### config.mk
export PLATFORM = sky130hd
export DESIGN_NAME = sram_ctrl
export DESIGN_NICKNAME = d
export VERILOG_FILES = /design/src/rtl/sram_ctrl_pkg.sv /design/src/rtl/sram_ctrl_timer.sv /design/src/rtl/sram_ctrl_rdcap.sv /design/src/rtl/sram_ctrl_fsm.sv /design/src/rtl/sram_ctrl.sv
export SDC_FILE = /design/constraint.sdc
export NUM_CORES = 1
export LEC_CHECK = 0
export ABC_AREA = 1
export BUFFER_PORTS_ARGS = -buffer_cell sky130_fd_sc_hd__buf_2
export CAP_MARGIN = 15
export CELL_PAD_IN_SITES_DETAIL_PLACEMENT = 2
export CELL_PAD_IN_SITES_GLOBAL_PLACEMENT = 2
export CORE_ASPECT_RATIO = 2
export CORE_MARGIN = 2
export CORE_UTILIZATION = 29
export CTS_CLUSTER_SIZE = 24
export DETAILED_ROUTE_END_ITERATION = 12
export GPL_TIMING_DRIVEN = 0
export PLACE_DENSITY_LB_ADDON = 0.3
export SETUP_SLACK_MARGIN = 0.1
export SLEW_MARGIN = 20
export SYNTH_ARGS = -nofsm -noshare
export SYNTH_HDL_FRONTEND = slang
export SYNTH_SLANG_ARGS = --single-unit
### constraint.sdc
create_clock -name clk_i -period 2.4 [get_ports clk_i]
set_clock_uncertainty 0.15 [all_clocks]
set_input_delay 0.12 -clock clk_i [delete_from_list [all_inputs] [get_ports clk_i]]
set_output_delay 0.12 -clock clk_i [all_outputs]
set_load 0.005 [all_outputs]
### src/rtl/sram_ctrl_pkg.sv
package sram_ctrl_pkg;

  typedef enum logic [2:0] {
    ST_IDLE,
    ST_RD,
    ST_TURN,
    ST_PULSE,
    ST_HOLD,
    ST_PAD
  } ctrl_st_e;

  // ceil(ns / period), never below one cycle
  function automatic int ns2cyc(input int ns, input int period);
    int c;
    c = (ns + period - 1) / period;
    if (c < 1) c = 1;
    return c;
  endfunction

  function automatic int imax(input int a, input int b);
    return (a > b) ? a : b;
  endfunction

endpackage

### src/rtl/sram_ctrl_timer.sv
module sram_ctrl_timer #(
  parameter int CNT_W = 4
) (
  input  logic             clk_i,
  input  logic             rst_ni,
  input  logic             load_i,
  input  logic [CNT_W-1:0] val_i,
  output logic             zero_o
);
  logic [CNT_W-1:0] cnt_q;

  always_ff @(posedge clk_i or negedge rst_ni) begin
    if (!rst_ni)            cnt_q <= '0;
    else if (load_i)        cnt_q <= val_i;
    else if (cnt_q != '0)   cnt_q <= cnt_q - 1'b1;
  end

  assign zero_o = (cnt_q == '0);


  no_underflow_chk: assert property (@(posedge clk_i) disable iff (!rst_ni)
    (!load_i && cnt_q == '0) |=> (cnt_q == '0));
endmodule

### src/rtl/sram_ctrl_rdcap.sv
module sram_ctrl_rdcap #(
  parameter int DATA_W = 8
) (
  input  logic              clk_i,
  input  logic              rst_ni,
  input  logic              cap_i,
  input  logic [DATA_W-1:0] dq_i,
  output logic              valid_o,
  output logic [DATA_W-1:0] data_o
);
  always_ff @(posedge clk_i or negedge rst_ni) begin
    if (!rst_ni) begin
      valid_o <= 1'b0;
      data_o  <= '0;
    end else begin
      valid_o <= cap_i;
      if (cap_i) data_o <= dq_i;
    end
  end


  rvalid_pulse_chk: assert property (@(posedge clk_i) disable iff (!rst_ni)
    valid_o |=> !valid_o);
endmodule

### src/rtl/sram_ctrl_fsm.sv
module sram_ctrl_fsm
  import sram_ctrl_pkg::*;
#(
  parameter int ADDR_W = 17,
  parameter int DATA_W = 8,
  parameter int CNT_W  = 4,
  parameter int TURN_C = 4,
  parameter int RD_C   = 7,
  parameter int WP_C   = 5,
  parameter int RD_PAD = 0,
  parameter int WR_PAD = 0
) (
  input  logic              clk_i,
  input  logic              rst_ni,
  input  logic              req_valid_i,
  input  logic              req_we_i,
  input  logic [ADDR_W-1:0] req_addr_i,
  input  logic [DATA_W-1:0] req_wdata_i,
  output logic              req_ready_o,
  input  logic              tmr_zero_i,
  output logic              tmr_load_o,
  output logic [CNT_W-1:0]  tmr_val_o,
  output logic              cap_o,
  output logic [ADDR_W-1:0] mem_addr_o,
  output logic              mem_ce_n_o,
  output logic              mem_ce2_o,
  output logic              mem_oe_n_o,
  output logic              mem_we_n_o,
  output logic [DATA_W-1:0] mem_dq_o,
  output logic              mem_dq_oe_o
);
  localparam logic [CNT_W-1:0] TURN_V   = CNT_W'(TURN_C - 1);
  localparam logic [CNT_W-1:0] RD_V     = CNT_W'(RD_C - 1);
  localparam logic [CNT_W-1:0] WP_V     = CNT_W'(WP_C - 1);
  localparam logic [CNT_W-1:0] RD_PAD_V = CNT_W'((RD_PAD > 0) ? RD_PAD - 1 : 0);
  localparam logic [CNT_W-1:0] WR_PAD_V = CNT_W'((WR_PAD > 0) ? WR_PAD - 1 : 0);

  ctrl_st_e          st_q, st_d;
  logic [ADDR_W-1:0] addr_q, addr_d;
  logic [DATA_W-1:0] wdata_q, wdata_d;
  logic              ce_n_q, ce_n_d, ce2_q, ce2_d;
  logic              oe_n_q, oe_n_d, we_n_q, we_n_d;
  logic              drv_q, drv_d;

  always_comb begin
    st_d       = st_q;
    addr_d     = addr_q;
    wdata_d    = wdata_q;
    ce_n_d     = ce_n_q;
    ce2_d      = ce2_q;
    oe_n_d     = oe_n_q;
    we_n_d     = we_n_q;
    drv_d      = drv_q;
    tmr_load_o = 1'b0;
    tmr_val_o  = '0;
    cap_o      = 1'b0;
    unique case (st_q)
      ST_IDLE: if (req_valid_i) begin
        addr_d     = req_addr_i;
        ce_n_d     = 1'b0;
        ce2_d      = 1'b1;
        tmr_load_o = 1'b1;
        if (req_we_i) begin
          wdata_d   = req_wdata_i;
          oe_n_d    = 1'b1;
          tmr_val_o = TURN_V;
          st_d      = ST_TURN;
        end else begin
          oe_n_d    = 1'b0;
          tmr_val_o = RD_V;
          st_d      = ST_RD;
        end
      end
      ST_RD: if (tmr_zero_i) begin
        cap_o  = 1'b1;
        ce_n_d = 1'b1;
        ce2_d  = 1'b0;
        oe_n_d = 1'b1;
        if (RD_PAD > 0) begin
          tmr_load_o = 1'b1;
          tmr_val_o  = RD_PAD_V;
          st_d       = ST_PAD;
        end else begin
          st_d = ST_IDLE;
        end
      end
      ST_TURN: if (tmr_zero_i) begin
        we_n_d     = 1'b0;
        drv_d      = 1'b1;
        tmr_load_o = 1'b1;
        tmr_val_o  = WP_V;
        st_d       = ST_PULSE;
      end
      ST_PULSE: if (tmr_zero_i) begin
        we_n_d = 1'b1;
        st_d   = ST_HOLD;
      end
      ST_HOLD: begin
        drv_d  = 1'b0;
        ce_n_d = 1'b1;
        ce2_d  = 1'b0;
        if (WR_PAD > 0) begin
          tmr_load_o = 1'b1;
          tmr_val_o  = WR_PAD_V;
          st_d       = ST_PAD;
        end else begin
          st_d = ST_IDLE;
        end
      end
      ST_PAD: if (tmr_zero_i) st_d = ST_IDLE;
      default: st_d = ST_IDLE;
    endcase
  end

  always_ff @(posedge clk_i or negedge rst_ni) begin
    if (!rst_ni) begin
      st_q    <= ST_IDLE;
      addr_q  <= '0;
      wdata_q <= '0;
      ce_n_q  <= 1'b1;
      ce2_q   <= 1'b0;
      oe_n_q  <= 1'b1;
      we_n_q  <= 1'b1;
      drv_q   <= 1'b0;
    end else begin
      st_q    <= st_d;
      addr_q  <= addr_d;
      wdata_q <= wdata_d;
      ce_n_q  <= ce_n_d;
      ce2_q   <= ce2_d;
      oe_n_q  <= oe_n_d;
      we_n_q  <= we_n_d;
      drv_q   <= drv_d;
    end
  end

  assign req_ready_o = (st_q == ST_IDLE);
  assign mem_addr_o  = addr_q;
  assign mem_ce_n_o  = ce_n_q;
  assign mem_ce2_o   = ce2_q;
  assign mem_oe_n_o  = oe_n_q;
  assign mem_we_n_o  = we_n_q;
  assign mem_dq_o    = wdata_q;
  assign mem_dq_oe_o = drv_q;


  no_contention_chk: assert property (@(posedge clk_i) disable iff (!rst_ni)
    drv_q |-> oe_n_q);

  we_selected_chk: assert property (@(posedge clk_i) disable iff (!rst_ni)
    !we_n_q |-> (!ce_n_q && ce2_q && drv_q));

  addr_hold_chk: assert property (@(posedge clk_i) disable iff (!rst_ni)
    !we_n_q |=> (we_n_q || $stable(addr_q)));

  deselect_idle_chk: assert property (@(posedge clk_i) disable iff (!rst_ni)
    ce_n_q |-> (!ce2_q && we_n_q && oe_n_q && !drv_q));

  hold_after_we_chk: assert property (@(posedge clk_i) disable iff (!rst_ni)
    $rose(we_n_q) |-> drv_q);
endmodule

### src/rtl/sram_ctrl.sv
module sram_ctrl
  import sram_ctrl_pkg::*;
#(
  parameter int ADDR_W        = 17,
  parameter int DATA_W        = 8,
  parameter int CLK_PERIOD_NS = 10,
  parameter int T_AA_NS       = 70,
  parameter int T_ACE_NS      = 70,
  parameter int T_RC_NS       = 70,
  parameter int T_OHZ_NS      = 35,
  parameter int T_WP_NS       = 45,
  parameter int T_DW_NS       = 30,
  parameter int T_AW_NS       = 60,
  parameter int T_WC_NS       = 70
) (
  input  logic              clk_i,
  input  logic              rst_ni,
  input  logic              req_valid_i,
  output logic              req_ready_o,
  input  logic              req_we_i,
  input  logic [ADDR_W-1:0] req_addr_i,
  input  logic [DATA_W-1:0] req_wdata_i,
  output logic              rsp_valid_o,
  output logic [DATA_W-1:0] rsp_rdata_o,
  output logic [ADDR_W-1:0] mem_addr_o,
  output logic              mem_ce_n_o,
  output logic              mem_ce2_o,
  output logic              mem_oe_n_o,
  output logic              mem_we_n_o,
  output logic [DATA_W-1:0] mem_dq_o,
  input  logic [DATA_W-1:0] mem_dq_i,
  output logic              mem_dq_oe_o
);
  // cycle counts from ns limits
  localparam int TURN_C  = ns2cyc(T_OHZ_NS, CLK_PERIOD_NS);
  localparam int RD_C    = imax(ns2cyc(T_AA_NS, CLK_PERIOD_NS), ns2cyc(T_ACE_NS, CLK_PERIOD_NS));
  localparam int RC_C    = ns2cyc(T_RC_NS, CLK_PERIOD_NS);
  localparam int WP_C    = imax(imax(ns2cyc(T_WP_NS, CLK_PERIOD_NS), ns2cyc(T_DW_NS, CLK_PERIOD_NS)),
                                imax(ns2cyc(T_AW_NS, CLK_PERIOD_NS) - TURN_C, 1));
  localparam int WC_C    = ns2cyc(T_WC_NS, CLK_PERIOD_NS);
  localparam int WR_SPAN = TURN_C + WP_C + 1;
  localparam int RD_PAD  = imax(RC_C - RD_C, 0);
  localparam int WR_PAD  = imax(WC_C - WR_SPAN, 0);
  localparam int MAX_C   = imax(imax(TURN_C, WP_C), imax(RD_C, imax(RD_PAD, WR_PAD)));
  localparam int CNT_W   = $clog2(MAX_C + 1);

  logic             tmr_load, tmr_zero, cap;
  logic [CNT_W-1:0] tmr_val;

  sram_ctrl_timer #(.CNT_W(CNT_W)) u_timer (
    .clk_i  (clk_i),
    .rst_ni (rst_ni),
    .load_i (tmr_load),
    .val_i  (tmr_val),
    .zero_o (tmr_zero)
  );

  sram_ctrl_fsm #(
    .ADDR_W (ADDR_W), .DATA_W (DATA_W), .CNT_W (CNT_W),
    .TURN_C (TURN_C), .RD_C (RD_C), .WP_C (WP_C),
    .RD_PAD (RD_PAD), .WR_PAD (WR_PAD)
  ) u_fsm (
    .clk_i       (clk_i),
    .rst_ni      (rst_ni),
    .req_valid_i (req_valid_i),
    .req_we_i    (req_we_i),
    .req_addr_i  (req_addr_i),
    .req_wdata_i (req_wdata_i),
    .req_ready_o (req_ready_o),
    .tmr_zero_i  (tmr_zero),
    .tmr_load_o  (tmr_load),
    .tmr_val_o   (tmr_val),
    .cap_o       (cap),
    .mem_addr_o  (mem_addr_o),
    .mem_ce_n_o  (mem_ce_n_o),
    .mem_ce2_o   (mem_ce2_o),
    .mem_oe_n_o  (mem_oe_n_o),
    .mem_we_n_o  (mem_we_n_o),
    .mem_dq_o    (mem_dq_o),
    .mem_dq_oe_o (mem_dq_oe_o)
  );

  sram_ctrl_rdcap #(.DATA_W(DATA_W)) u_rdcap (
    .clk_i   (clk_i),
    .rst_ni  (rst_ni),
    .cap_i   (cap),
    .dq_i    (mem_dq_i),
    .valid_o (rsp_valid_o),
    .data_o  (rsp_rdata_o)
  );
endmodule

==> impl_metrics.prom <==
# TYPE chip_impl_metric gauge
chip_impl_info{name="run_status",value="complete, no violations"} 1
chip_impl_metric{name="synth-seq-cells",unit=""} 45
chip_impl_metric{name="post_cts.repair.setup_buffers",unit=""} 0
chip_impl_metric{name="fmax",unit="GHz"} 0.6079
chip_impl_metric{name="grt_max_degree",unit=""} 46
chip_impl_info{name="end_kind",value="flip-flop"} 1
chip_impl_metric{name="hpwl",unit="µm"} 3931
chip_impl_metric{name="number_of_setup_violations_in_the_final_report",unit=""} 0
chip_impl_info{name="timing.critical_path.from_type",value="flip-flop"} 1
chip_impl_metric{name="worstHoldPathCells",unit=""} 4
chip_impl_metric{name="final_net_count",unit=""} 365
chip_impl_metric{name="post-route-drc-count",unit=""} 0
chip_impl_metric{name="place.port_buffers",unit=""} 76
chip_impl_metric{name="grt_pass1_wl",unit="µm"} 10410
chip_impl_metric{name="power_total",unit="mW"} 3.464
chip_impl_metric{name="routed-via-count",unit=""} 1875
chip_impl_metric{name="post-route-worst-setup-slack",unit="ps"} 755.1
chip_impl_metric{name="first_iter_violations",unit=""} 45
chip_impl_metric{name="cts.clk_slew.worst_paths",unit="ps"} 60
chip_impl_metric{name="syn_area",unit="mm²"} 0.001928
chip_impl_info{name="synth.area.top_cells",value="dfrtp_1 55%, nand2_1 20%, dfstp_2 4.1%, nand3_1 2.9%, buf_6 2.3%"} 1
chip_impl_metric{name="fin_area",unit="mm²"} 0.002923
chip_impl_metric{name="post_layout_nonfiller_instances",unit=""} 415
chip_impl_metric{name="crit_fanout",unit=""} 10
chip_impl_metric{name="max-clock-path-buffers",unit=""} 2
chip_impl_metric{name="worstPathRequired",unit="ps"} 2430
chip_impl_metric{name="setup-tns-final",unit="ps"} 0
chip_impl_metric{name="post_synth_num_cell_types",unit=""} 27
chip_impl_metric{name="dp_slack",unit="ps"} 748.5
chip_impl_metric{name="timing.critical_path.arrival",unit="ps"} 1680
chip_impl_metric{name="antenna_found_initial",unit=""} 0
chip_impl_metric{name="detail-route-antenna-nets",unit=""} 0
chip_impl_metric{name="power.density_cell_area",unit="mW/mm²"} 1185
chip_impl_metric{name="seq_area_frac_synth",unit="%"} 58.60
chip_impl_metric{name="report.final.hold_viol_count",unit=""} 0
chip_impl_metric{name="fp.dieH",unit="µm"} 119.3
chip_impl_metric{name="final_layout_size_suffix_gt1_share",unit="%"} 32.72
chip_impl_metric{name="fin_crit_sh",unit="%"} 68.54
chip_impl_metric{name="avgSynthCellArea",unit="µm²"} 9.225
chip_impl_info{name="grt_setup_unrepaired",value="no"} 1
chip_impl_metric{name="timing.final.crit_period",unit="ps"} 1645
chip_impl_metric{name="routed_wirelength",unit="µm"} 6291
chip_impl_metric{name="clkSinkCount",unit=""} 45
chip_impl_metric{name="cts_max_level",unit=""} 2
chip_impl_metric{name="detail_route.first_pass.iterations",unit=""} 4
chip_impl_metric{name="dpl.cell_count",unit=""} 373
chip_impl_metric{name="timing_max_transition_violations_final",unit=""} 0
chip_impl_metric{name="gp_congestion",unit=""} 0.7903
chip_impl_metric{name="synth_top_area_share",unit="%"} 54.51
chip_impl_metric{name="ir_worst_vdd",unit="mV"} 0.5573
chip_impl_metric{name="diodes",unit=""} 0
chip_impl_metric{name="grt.total_usage",unit="%"} 19.03
chip_impl_info{name="tritoncts",value="done"} 1
chip_impl_metric{name="cap_viol_max_count",unit=""} 0
chip_impl_metric{name="static-leakage-power",unit="nW"} 1.565
chip_impl_metric{name="die_w",unit="µm"} 61.66
chip_impl_metric{name="syn_to_final_growth",unit="%"} 51.59
chip_impl_metric{name="synth_nets",unit=""} 248
chip_impl_metric{name="r2r_cells",unit=""} 7
chip_impl_info{name="most_used_standard_cells_in_the_synthesized_netlist",value="105 x nand2_1, 42 x dfrtp_1, 11 x nand3_1, 8 x inv_1"} 1
chip_impl_info{name="hp-class",value="in2reg"} 1
chip_impl_metric{name="vias_per_cell",unit=""} 4.518
chip_impl_info{name="path_class",value="reg2reg"} 1
chip_impl_metric{name="number_of_placement_rows",unit=""} 42
chip_impl_metric{name="clock_insertion_delay_worst_skew",unit="ps"} 290
chip_impl_metric{name="synth_enable_flop_cells",unit=""} 0
chip_impl_info{name="synth_largest_area_cell",value="dfrtp_1"} 1
chip_impl_metric{name="first_global_vias",unit=""} 2093
chip_impl_metric{name="core_region_area",unit="mm²"} 0.006516
chip_impl_metric{name="top_level_ports",unit=""} 77
chip_impl_metric{name="wl_per_cell",unit="µm"} 15.16
chip_impl_metric{name="initial_utilization",unit="%"} 29.59
chip_impl_metric{name="die_area",unit="mm²"} 0.007356
chip_impl_metric{name="placement.cell_area",unit="mm²"} 0.002419
chip_impl_metric{name="cts-buffers-inserted",unit=""} 5
chip_impl_info{name="cts.root.buffer_cell",value="clkbuf_16"} 1
chip_impl_metric{name="syn-instance-count",unit=""} 209
chip_impl_metric{name="synthArstFlopShare",unit="%"} 100.0
chip_impl_metric{name="tightestPinTransition",unit="ps"} 591.2
chip_impl_info{name="yosys_most_used_dff",value="dfrtp_1"} 1
chip_impl_metric{name="grt.overflow.total",unit=""} 0
chip_impl_info{name="synth.most_common_cell",value="nand2_1"} 1
chip_impl_metric{name="relSlewSlack",unit="%"} 60.58
chip_impl_metric{name="ys.warnings.count",unit=""} 0
[worst max-delay path: stages, from the launching register on]
cell     delay, ps
dfrtp_1        380
inv_1          110
ha_1           160
inv_1           70
nor2_4         190
nand3_2        140
buf_6          170
a31o_1         170
[layer usage]
layer  up-vias  global-route usage (%)  part of all wire (%)
met5         -                       0                     0
met4         0                   6.383                   1.6
met3         7                   4.017                   3.9
met2        51                   32.83                    56
met1       934                   22.26                    39
li1        883                       -                     -
[state kept, by name, summed over array words and instances, names as in the netlist]
| signal | cells |
|---|---|
| u_fsm.mem_ce_n_o | 1 |
| u_fsm.mem_ce2_o | 1 |
| u_rdcap.data_o | 8 |
| u_fsm.mem_dq_o | 8 |
| u_fsm.mem_oe_n_o | 1 |
| u_fsm.mem_addr_o | 17 |
| u_timer.cnt_q | 3 |
| u_fsm.mem_dq_oe_o | 1 |
| u_fsm.st_q | 3 |
| u_fsm.mem_we_n_o | 1 |
| u_rdcap.valid_o | 1 |
[stage by stage]
step / hold WS (ps) / utilization (%)
after floorplan: -325.6 / -
after global placement: 163.8 / 37.12
after detailed placement: 173.0 / 37.12
after CTS: 123.1 / 44.82
after global routing: 147.6 / 44.85
final: 131.1 / 44.85
[kinds of logic after synthesis]
family                   after synthesis  synth area share (%)
AO/OA/AOI/OAI                         11                 4.542
XOR/XNOR                               1                0.4543
AND/OR/NAND/NOR                      131                 29.59
buffers and inverters                 19                 5.515
adder cells (fa/ha/maj)                2                 1.298
flip-flops                            45                 58.60
[where the power goes]
part           switching, mW  leakage, nW  internal [mW]
logic                  0.755        0.946          0.606
clock network          0.287       0.0805          0.446
registers              0.232        0.538           1.14
[cell usage in the layout, fill, tap and decap left out, drive strengths merged, types with 2 or more instances in the layout]
| cell type | n |
|---|---|
| dfrtp | 42 |
| dlygate4sd3 | 34 |
| o21ai | 3 |
| o211ai | 2 |
| dfstp | 3 |
| nor2 | 7 |
| ha | 2 |
| clkbuf | 8 |
| nor3 | 2 |
| inv | 13 |
| buf | 82 |
| nand3 | 15 |
| o21bai | 2 |
| nand2 | 106 |
[timing repair]
item,in CTS,in global routing
hold endpoints to repair,75,0
hold buffers,34,0
gates resized for setup,0,0
[worst paths after layout]
kind / slack, ps / to / start
setup / recovery: 760 / u_fsm.mem_ce2_o$_DFFE_PN0P_ / u_timer.cnt_q[0]$_DFFE_PN0P_
hold / removal: 130 / u_fsm.mem_dq_o[1]$_DFFE_PN0P_ / req_we_i
max in group asynchronous: 1470 / u_fsm.mem_addr_o[12]$_DFFE_PN0P_ / rst_ni
min in group asynchronous: 230 / u_timer.cnt_q[2]$_DFFE_PN0P_ / rst_ni
setup reg to reg: 760 / u_fsm.mem_ce2_o$_DFFE_PN0P_ / u_timer.cnt_q[0]$_DFFE_PN0P_
hold reg to reg: 310 / u_fsm.mem_dq_o[1]$_DFFE_PN0P_ / u_fsm.mem_dq_o[1]$_DFFE_PN0P_
[layout make-up]
class | instances | area (µm²)
Clock buffer | 7 | 152.6
Buffer | 7 | 61.31
Sequential cell | 45 | 1130
Inverter | 12 | 45.04
Clock inverter | 1 | 8.758
Fill cell | 767 | 3593
Multi-Input combinational cell | 145 | 691.9
Tap cell | 88 | 110.1
Timing Repair Buffer | 110 | 723.2
No activity file was read; power rests on OpenSTA's default activity.
